===== src/rtl/ptim_pkg.sv =====
package ptim_pkg;
  localparam int unsigned BUS_W   = 32;
  localparam int unsigned PSC_W   = 8;
  localparam int unsigned PSC_LSB = 8;

  typedef enum logic [1:0] {
    SEL_LOAD  = 2'd0,
    SEL_COUNT = 2'd1,
    SEL_CTRL  = 2'd2,
    SEL_FLAG  = 2'd3
  } sel_e;

  typedef struct packed {
    logic [PSC_W-1:0] scale;
    logic             reload;
    logic             enable;
  } ctrl_t;

  function automatic ctrl_t ctrl_from_word(input logic [BUS_W-1:0] w);
    ctrl_t c;
    c.enable = w[0];
    c.reload = w[1];
    c.scale  = w[PSC_LSB +: PSC_W];
    return c;
  endfunction

  function automatic logic [BUS_W-1:0] ctrl_to_word(input ctrl_t c);
    logic [BUS_W-1:0] w;
    w = '0;
    w[0] = c.enable;
    w[1] = c.reload;
    w[PSC_LSB +: PSC_W] = c.scale;
    return w;
  endfunction
endpackage


===== src/rtl/ptim_prescaler.sv =====
module ptim_prescaler #(
  parameter int unsigned W = 8
) (
  input  logic         clk,
  input  logic         rst,
  input  logic         run,
  input  logic         restart,
  input  logic [W-1:0] period,
  output logic         tick
);
  logic [W-1:0] psc_q;

  function automatic logic [W-1:0] psc_next(input logic [W-1:0] cur, input logic [W-1:0] per);
    return (cur == '0) ? per : cur - 1'b1;
  endfunction

  always_ff @(posedge clk) begin
    if (rst)          psc_q <= '0;
    else if (restart) psc_q <= period;
    else if (run)     psc_q <= psc_next(psc_q, period);
  end

  assign tick = run && !restart && (psc_q == '0);

  assert_psc_step_R3: assert property (@(posedge clk) disable iff (rst)
    (run && !restart && psc_q != '0) |=> (psc_q == $past(psc_q) - 1'b1));
  assert_psc_restart_R3: assert property (@(posedge clk) disable iff (rst)
    restart |=> (psc_q == $past(period)));
endmodule


===== src/rtl/ptim_counter.sv =====
module ptim_counter #(
  parameter int unsigned W = 32
) (
  input  logic         clk,
  input  logic         rst,
  input  logic         wr_load,
  input  logic         wr_count,
  input  logic [W-1:0] wdata,
  input  logic         preload,
  input  logic         periodic,
  input  logic         tick,
  output logic [W-1:0] cnt,
  output logic [W-1:0] load,
  output logic         expire
);
  logic [W-1:0] cnt_q, load_q;

  function automatic logic [W-1:0] after_tick(input logic [W-1:0] c, input logic [W-1:0] ld,
                                              input logic per);
    if (c == W'(1)) return per ? ld : '0;
    return c - 1'b1;
  endfunction

  always_ff @(posedge clk) begin
    if (rst) begin
      cnt_q  <= '0;
      load_q <= '0;
    end else if (wr_load) begin
      load_q <= wdata;
      cnt_q  <= wdata;
    end else if (wr_count) begin
      cnt_q <= wdata;
    end else if (preload && cnt_q == '0) begin
      cnt_q <= load_q;
    end else if (tick) begin
      cnt_q <= after_tick(cnt_q, load_q, periodic);
    end
  end

  assign expire = tick && (cnt_q == W'(1));
  assign cnt    = cnt_q;
  assign load   = load_q;

  assert_oneshot_park_R6: assert property (@(posedge clk) disable iff (rst)
    (expire && !periodic && !wr_load && !wr_count) |=> (cnt_q == '0));
  assert_periodic_refill_R7: assert property (@(posedge clk) disable iff (rst)
    (expire && periodic && !wr_load && !wr_count) |=> (cnt_q == $past(load_q)));
  assert_count_write_wins_R12: assert property (@(posedge clk) disable iff (rst)
    (wr_count && !wr_load) |=> (cnt_q == $past(wdata)));
  assert_load_copies_R4: assert property (@(posedge clk) disable iff (rst)
    wr_load |=> (cnt_q == load_q));
endmodule


===== src/rtl/ptim_flag.sv =====
module ptim_flag (
  input  logic clk,
  input  logic rst,
  input  logic set,
  input  logic clr,
  output logic flag
);
  logic flag_q;

  always_ff @(posedge clk) begin
    if (rst)      flag_q <= 1'b0;
    else if (set) flag_q <= 1'b1;
    else if (clr) flag_q <= 1'b0;
  end

  assign flag = flag_q;

  assert_clear_works_R10: assert property (@(posedge clk) disable iff (rst)
    (clr && !set) |=> !flag_q);
  assert_set_beats_clear_R12: assert property (@(posedge clk) disable iff (rst)
    set |=> flag_q);
endmodule


===== src/rtl/prescaled_down_timer.sv =====
module prescaled_down_timer
  import ptim_pkg::*;
#(
  parameter int unsigned ADDR_W = 4
) (
  input  logic              clk,
  input  logic              rst,
  input  logic              wr_en,
  input  logic [ADDR_W-1:0] addr,
  input  logic [BUS_W-1:0]  wdata,
  output logic [BUS_W-1:0]  rdata,
  output logic              irq
);
  localparam int unsigned SEL_LSB = 2;
  localparam int unsigned MAP_W   = SEL_LSB + 2;

  logic              hit, wr_load, wr_count, wr_ctrl, wr_flag;
  logic              en_rise, preload, run, restart, tick, expire, flag;
  logic [PSC_W-1:0]  psc_period;
  logic [BUS_W-1:0]  cnt_val, load_val;
  sel_e              sel;
  ctrl_t             ctrl_q, ctrl_new;

  function automatic logic [BUS_W-1:0] visible_count(input logic en, input logic [BUS_W-1:0] c);
    return en ? c : '0;
  endfunction

  assign hit      = (addr[SEL_LSB-1:0] == '0) && ((addr >> MAP_W) == '0);
  assign sel      = sel_e'(addr[SEL_LSB +: 2]);
  assign wr_load  = wr_en && hit && (sel == SEL_LOAD);
  assign wr_count = wr_en && hit && (sel == SEL_COUNT);
  assign wr_ctrl  = wr_en && hit && (sel == SEL_CTRL);
  assign wr_flag  = wr_en && hit && (sel == SEL_FLAG);

  assign ctrl_new = ctrl_from_word(wdata);
  assign en_rise  = wr_ctrl && !ctrl_q.enable && ctrl_new.enable;
  assign preload  = en_rise && ctrl_new.reload;

  always_ff @(posedge clk) begin
    if (rst)          ctrl_q <= '0;
    else if (wr_ctrl) ctrl_q <= ctrl_new;
  end

  assign run        = ctrl_q.enable && (cnt_val != '0);
  assign restart    = wr_load || wr_count || en_rise;
  assign psc_period = wr_ctrl ? ctrl_new.scale : ctrl_q.scale;

  ptim_prescaler #(.W(PSC_W)) u_psc (
    .clk(clk), .rst(rst), .run(run), .restart(restart),
    .period(psc_period), .tick(tick)
  );

  ptim_counter #(.W(BUS_W)) u_cnt (
    .clk(clk), .rst(rst), .wr_load(wr_load), .wr_count(wr_count),
    .wdata(wdata), .preload(preload), .periodic(ctrl_q.reload),
    .tick(tick), .cnt(cnt_val), .load(load_val), .expire(expire)
  );

  ptim_flag u_flag (
    .clk(clk), .rst(rst), .set(expire), .clr(wr_flag && wdata[0]), .flag(flag)
  );

  assign irq = flag;

  always_comb begin
    rdata = '0;
    if (hit) begin
      unique case (sel)
        SEL_LOAD:  rdata = load_val;
        SEL_COUNT: rdata = visible_count(ctrl_q.enable, cnt_val);
        SEL_CTRL:  rdata = ctrl_to_word(ctrl_q);
        SEL_FLAG:  rdata = {{(BUS_W-1){1'b0}}, flag};
        default:   rdata = '0;
      endcase
    end
  end

  assert_reset_clear_R1: assert property (@(posedge clk)
    rst |=> (cnt_val == '0 && load_val == '0 && ctrl_q == '0 && !irq));
  assert_irq_cause_R6: assert property (@(posedge clk) disable iff (rst)
    $rose(irq) |-> $past(expire));
  assert_hold_disabled_R9: assert property (@(posedge clk) disable iff (rst)
    (!ctrl_q.enable && !wr_load && !wr_count && !preload) |=> $stable(cnt_val));
  assert_idle_zero_R11: assert property (@(posedge clk) disable iff (rst)
    (ctrl_q.enable && cnt_val == '0 && !wr_load && !wr_count) |=> (cnt_val == '0 && !$rose(irq)));
endmodule


===== config.mk =====
export PLATFORM = sky130hd
export DESIGN_NAME = prescaled_down_timer
export DESIGN_NICKNAME = d
export VERILOG_FILES = /design/src/rtl/ptim_pkg.sv /design/src/rtl/ptim_prescaler.sv /design/src/rtl/ptim_counter.sv /design/src/rtl/ptim_flag.sv /design/src/rtl/prescaled_down_timer.sv
export SDC_FILE = /design/constraint.sdc
export NUM_CORES = 1
export LEC_CHECK = 0
export BUFFER_PORTS_ARGS = -buffer_cell sky130_fd_sc_hd__buf_2
export CORE_MARGIN = 4
export CORE_UTILIZATION = 55
export DETAILED_ROUTE_END_ITERATION = 10
export PLACE_DENSITY = 0.77
export SYNTH_ARGS = -nofsm -noshare
export SYNTH_HDL_FRONTEND = slang
export SYNTH_HIERARCHICAL = 1
export SYNTH_SLANG_ARGS = --single-unit

===== constraint.sdc =====
create_clock -name clk -period 4 [get_ports clk]
set_input_delay 0.4 -clock clk [delete_from_list [all_inputs] [get_ports clk]]
set_output_delay 0.4 -clock clk [all_outputs]
set_load 0.05 [all_outputs]

# Word-level counts from Yosys, hierarchy flattened
# Index checks and enable logic that the tools add are counted.
# word_totals
regBits	83
# op_classes
n_addsub	2
n_reduce_logical	26
muxes	22
eq_ne	4
# op_table
op	count
two-way mux 32 bit	9
one-hot mux 32 bit (4 select lines)	1
== test 32 x 1 -> 1 bit (second input constant)	1
zero test 32 bit	1
two-way mux 8 bit	4
nonzero test 32 bit	1
subtractor 32 x 1 -> 32 bit (second input constant)	1
logical AND 1 bit	14
zero test 8 bit	1
two-way mux 1 bit	8
subtractor 8 x 1 -> 8 bit (second input constant)	1
== test 2 bit (second input constant)	2
zero test 2 bit	2
nonzero test 2 bit	2
nonzero test 4 bit	1
== test 2 x 1 -> 1 bit (second input constant)	1
zero test 1 bit	2
logical OR 1 bit	2

# Logic depth before layout (Yosys ltp)
# depth
depth_word	19
ltp_mapped	13
mapped_depth_nobuf	9

# Cells and area by module
# Netlist, hierarchy kept.
# modules_own_cells
mod	cells_per_inst	area_each_um2	seq_area_each_um2	n_inst
ptim_counter	429	3659.8	1281.2	1
prescaled_down_timer	170	1191.1	200.2	1
ptim_prescaler	70	574.3	160.2	1
ptim_flag	4	38.8	20.0	1

# Worst setup path after synthesis
# Ideal clock, no wire load.
# synth_timing
path_type	input port to flip-flop
from	in addr[3]
to	reg u_cnt.cnt_q[17], in the netlist u_cnt/cnt[17]
required_ns	3.869
setup_slack_ns	1.292
arrival_ns	2.577
path_buffers	6
path_stages	12
setup_time_ns	0.131
path_cell_list	buf_6 buf_4 or2_2 nor2_1 clkbuf_1 or2_2 clkbuf_1 clkbuf_1 clkbuf_1 nor3_1 a221oi_1 o22ai_1
# synth_via
elab_cells_between_ends	19
classes_between	eq/ne: 2; mux: 3; reduce/logical: 14
# synth_rtl
element	line_no	rtl
from (decl)	prescaled_down_timer.sv:9	input logic [ADDR_W-1:0] addr,
zero test 2 bit *	prescaled_down_timer.sv:30	assign wr_load = wr_en && hit && (sel == SEL_LOAD);
logical AND 1 bit *	prescaled_down_timer.sv:30	
named net wr_load	prescaled_down_timer.sv:17	logic hit, wr_load, wr_count, wr_ctrl, wr_flag;
logical OR 1 bit (2 in series)	prescaled_down_timer.sv:45	assign restart = wr_load || wr_count || en_rise;
zero test 1 bit	ptim_prescaler.sv:23	assign tick = run && !restart && (psc_q == '0);
logical AND 1 bit (2 in series)	ptim_prescaler.sv:23	
nonzero test 4 bit (no line)	--	
to (signal assigned)	ptim_counter.sv:30	cnt_q <= wdata;
to (signal assigned)	ptim_counter.sv:32	cnt_q <= wdata;
to (signal assigned)	ptim_counter.sv:34	cnt_q <= load_q;
to (decl)	ptim_counter.sv:16	logic [W-1:0] cnt_q, load_q;
# The timed path passes the listed nets; every way through them passes the cells marked *.
# A chain may end at the register's enable or synchronous reset.

# Worst setup path in the final report
# layout_timing
from	reg u_cnt.cnt_q[19], in the netlist u_cnt/cnt[19]
to	reg u_cnt.cnt_q[17], in the netlist u_cnt/cnt[17]
# layout_via
elab_chain_len	12
elab_cells_between_ends	19
classes_between	eq/ne: 1; mux: 11; reduce/logical: 7
# layout_rtl
element	line_no	rtl
== test 32 x 1 -> 1 bit	ptim_counter.sv:20	if (c == W'(1)) return per ? ld : '0;
two-way mux 1 bit	ptim_counter.sv:20	
two-way mux 1 bit	ptim_counter.sv:35	end else if (tick) begin
two-way mux 1 bit	ptim_counter.sv:33	end else if (preload && cnt_q == '0) begin
two-way mux 1 bit	ptim_counter.sv:31	end else if (wr_count) begin
two-way mux 1 bit	ptim_counter.sv:28	end else if (wr_load) begin
two-way mux 1 bit	ptim_counter.sv:25	if (rst) begin
two-way mux 32 bit	ptim_counter.sv:21	return c - 1'b1;
two-way mux 32 bit	ptim_counter.sv:35	
two-way mux 32 bit	ptim_counter.sv:33	
two-way mux 32 bit	ptim_counter.sv:31	
two-way mux 32 bit	ptim_counter.sv:28	
# Several ways; a longest one is shown, not always the timed one. The select of a mux whose other input is x is not followed.

==> qor.yml <==
run_status:
  outcome: "completed"
clocking:
  clk-insertion-delay-late_ps: 360
  clk_pin_slew_ps: 90
  numClockSinks: 83
  cts_buffer_depth: 2
  cts_hold_buf: 0
  cts_tree: "done"
  cts-root-buf: "clkbuf_8"
  h-tree-depth: 3
  postCtsResizedCells: 0
  postCtsSetupBuffers: 0
  cts_buffers: 9
hold_path:
  hp-start: "wdata[27]"
  hold_class: "input port to flip-flop"
critical_path:
  arrival_ps: 3110
  cp-start-kind: "flip-flop"
  r2r_start: "u_cnt/cnt[19]"
  crit_path_end_kind: "flip-flop"
  cp-endpoint: "u_cnt/cnt[17]"
  required_ps: 4230
  crit_type: "flip-flop to flip-flop"
  crit_start: "u_cnt/cnt[19]"
  reg2reg_depth: 7
  regToRegEndpoint: "u_cnt/cnt[17]"
  crit_fanout: 9
  ff2ff_setup_slack_ps: 1120
timing:
  finClkSkew_ps: 10.6
  final.setup.tns_ps: 0
  hold_violations: 0
  tightest_slew_ps: 1220
  period_needed_ps: 2880
  max_freq_ghz: 0.347
  slew_headroom: 0.188
  finalSetupViolCount: 0
  rsz0062_at_grt: "false"
  drv_slew: 0
  fin_crit_sh: 0.720
logic_synthesis:
  async_reset_ff_frac: 0
  synth_edf_count: 0
  yosys.area.top_type: "dfxtp_1"
  yosys.area_share.adder: 0.00916
  ys_seq_area_frac: 0.304
  synthesis.area_um2: 5460
  ys.flop_type: "dfxtp_1"
  synth_top_family_by_area: "simple AND/OR/NAND/NOR gates"
  synth.top_cell.area_share: 0.304
  yosys_warnings: 6
  synth_cells: 673
  synth-simple-area-share: 0.260
  yosys_register_bits: 83
  synth-compound-area-share: 0.258
  synth_cell_types: 68
  syn_nets: 716
  yosys-top-cells-area: "dfxtp_1 30%, nor2_1 6.9%, mux2i_1 6.4%"
  avgSynthCellArea_um2: 8.12
  muxShareOfSynthArea: 0.0827
  synth-xor-area-share: 0.0240
floorplan:
  dieHeight_um: 108
  start_util: 0.562
  num_io_pins: 72
  coreArea_um2: 9730
  dieWidth_um: 108
  fp.dieArea_um2: 11600
  rows: 36
cells_and_area:
  postLayoutCoreUtil: 0.620
  nets: 762
  drive_above_1_share: 0.218
  post-route-cell-area_um2: 6040
  syn_to_final_growth_pct: 10.5
  stdcell_count: 857
  insertedDiodeCount: 0
grt:
  use_met1: 0.436
  antenna_found_initial: 0
  grt_busiest_layer: "met2"
  grt_pass1_vias: 5430
  overflow: 0
  grtUsageTotal: 0.299
  met2_usage: 0.448
  met3_usage: 0.0378
  grt_pass1_wl_mm: 27.9
  grt_max_degree: 48
placed_design:
  place_congestion: 1.02
  io_buffers: 71
  dp.cells: 841
  placed_cell_area_um2: 5860
  hpwl_mm: 12.0
routing:
  vias: 5684
  wl_per_cell_um: 20.0
  viasPerCell: 6.63
  drc: 0
  firstDrtPassIters: 6
  ant_nets: 0
  drt-total-wl_mm: 17.1
  first_iter_violations: 664
pwr:
  ir_worst_vdd_mv: 0.198
  p_per_area_nw_per_um2: 380
  p_leak_nw: 2.28
run:
  drv_cap: 0
-- stage by stage --
step	worst slack [ps]	total power, mW	hold slack (ps)
2_1_floorplan	1290	1.50	462
3_3_place_gp	1010	1.69	494
3_5_place_dp	938	1.70	505
4_1_cts	1210	2.27	279
5_1_grt	959	2.39	312
6_report	1120	2.29	281
-- sequential cells by signal (all words and copies together) (netlist names) --
name,flops
u_cnt/cnt,32
u_psc/psc_q,8
u_flag/flag,1
u_cnt/load,32
ctrl_q,10
-- per-layer routing --
metal / share of wire / wire length [um] / vias to the layer above
met1: 0.44 / 7580 / 2680
met4: 0.025 / 427 / 0
met5: 0 / 0 / -
li1: - / - / 2601
met2: 0.44 / 7500 / 360
met3: 0.094 / 1620 / 43
-- layout by cell type, fill, tap and decap left out, types with 11 or more instances in the layout --
| cell type | instances |
|---|---|
| mux2i_1 | 35 |
| nor4_1 | 19 |
| nor2_1 | 97 |
| o21ai_0 | 38 |
| dfxtp_1 | 83 |
| a21oi_1 | 32 |
| inv_1 | 14 |
| nand2_1 | 32 |
| a22oi_1 | 27 |
| clkbuf_8 | 11 |
| nor3_1 | 14 |
| buf_4 | 16 |
| buf_2 | 71 |
| nand3_1 | 36 |
-- cell usage after synthesis (all sizes together) (4+ instances only) --
master	instances
xnor2	8
nand3	37
nor3	15
o31ai	17
mux2	9
nand4	9
dfxtp	83
nand2	33
nand2b	5
a22oi	37
ha	4
or2	4
o21ai	42
nor2	100
a31oi	7
o22ai	5
a21oi	36
nor4	25
buf	24
or3	8
mux2i	35
or4	6
o2bb2ai	5
clkbuf	29
and2	4
inv	14
a221oi	9
and3	8
xor2	7
a32o	6
a211oi	8
-- worst min-delay path by stage --
stage | end | slack [ps] | cells after the start
detailed placement | u_psc/psc_q[3] | 500 | 2
global route | u_cnt/load[3] | 310 | 3
finish | u_cnt/load[27] | 280 | 3
global placement | u_psc/psc_q[4] | 490 | 2
floorplan | u_flag/flag | 460 | 1
CTS | u_cnt/load[27] | 280 | 3
-- logic make-up after synthesis --
family                   count (synthesis)
AND/OR/NAND/NOR                        267
flip-flops                              83
adder cells (fa/ha/maj)                  4
multiplexers                            44
XOR/XNOR                                15
AO/OA/AOI/OAI                          193
buffers and inverters                   67
-- layout make-up --
class	count	area (um2)
clock buffer	12	155
clock inverter	4	25.0
fill	910	3690
inverter	14	52.6
multi-input combinational	523	3480
sequential	83	1660
tap	133	166
timing repair buffer	88	495
-- report_power, final --
group,total (mW),internal [mW],switching [mW]
Sequential,0.906,0.854,0.0514
Clock,0.577,0.258,0.319
Combinational,0.807,0.306,0.501
Total,2.29,1.42,0.872
-- critical path: stages, from the launching register on --
cell and delay [ps]:
dfxtp_1 410, nor4_2 540, nand4_2 410, nor4_1 560
buf_4 250, nor3_1 60, a221oi_1 370, o22ai_1 150
Power figures use the tool's default switching activity.
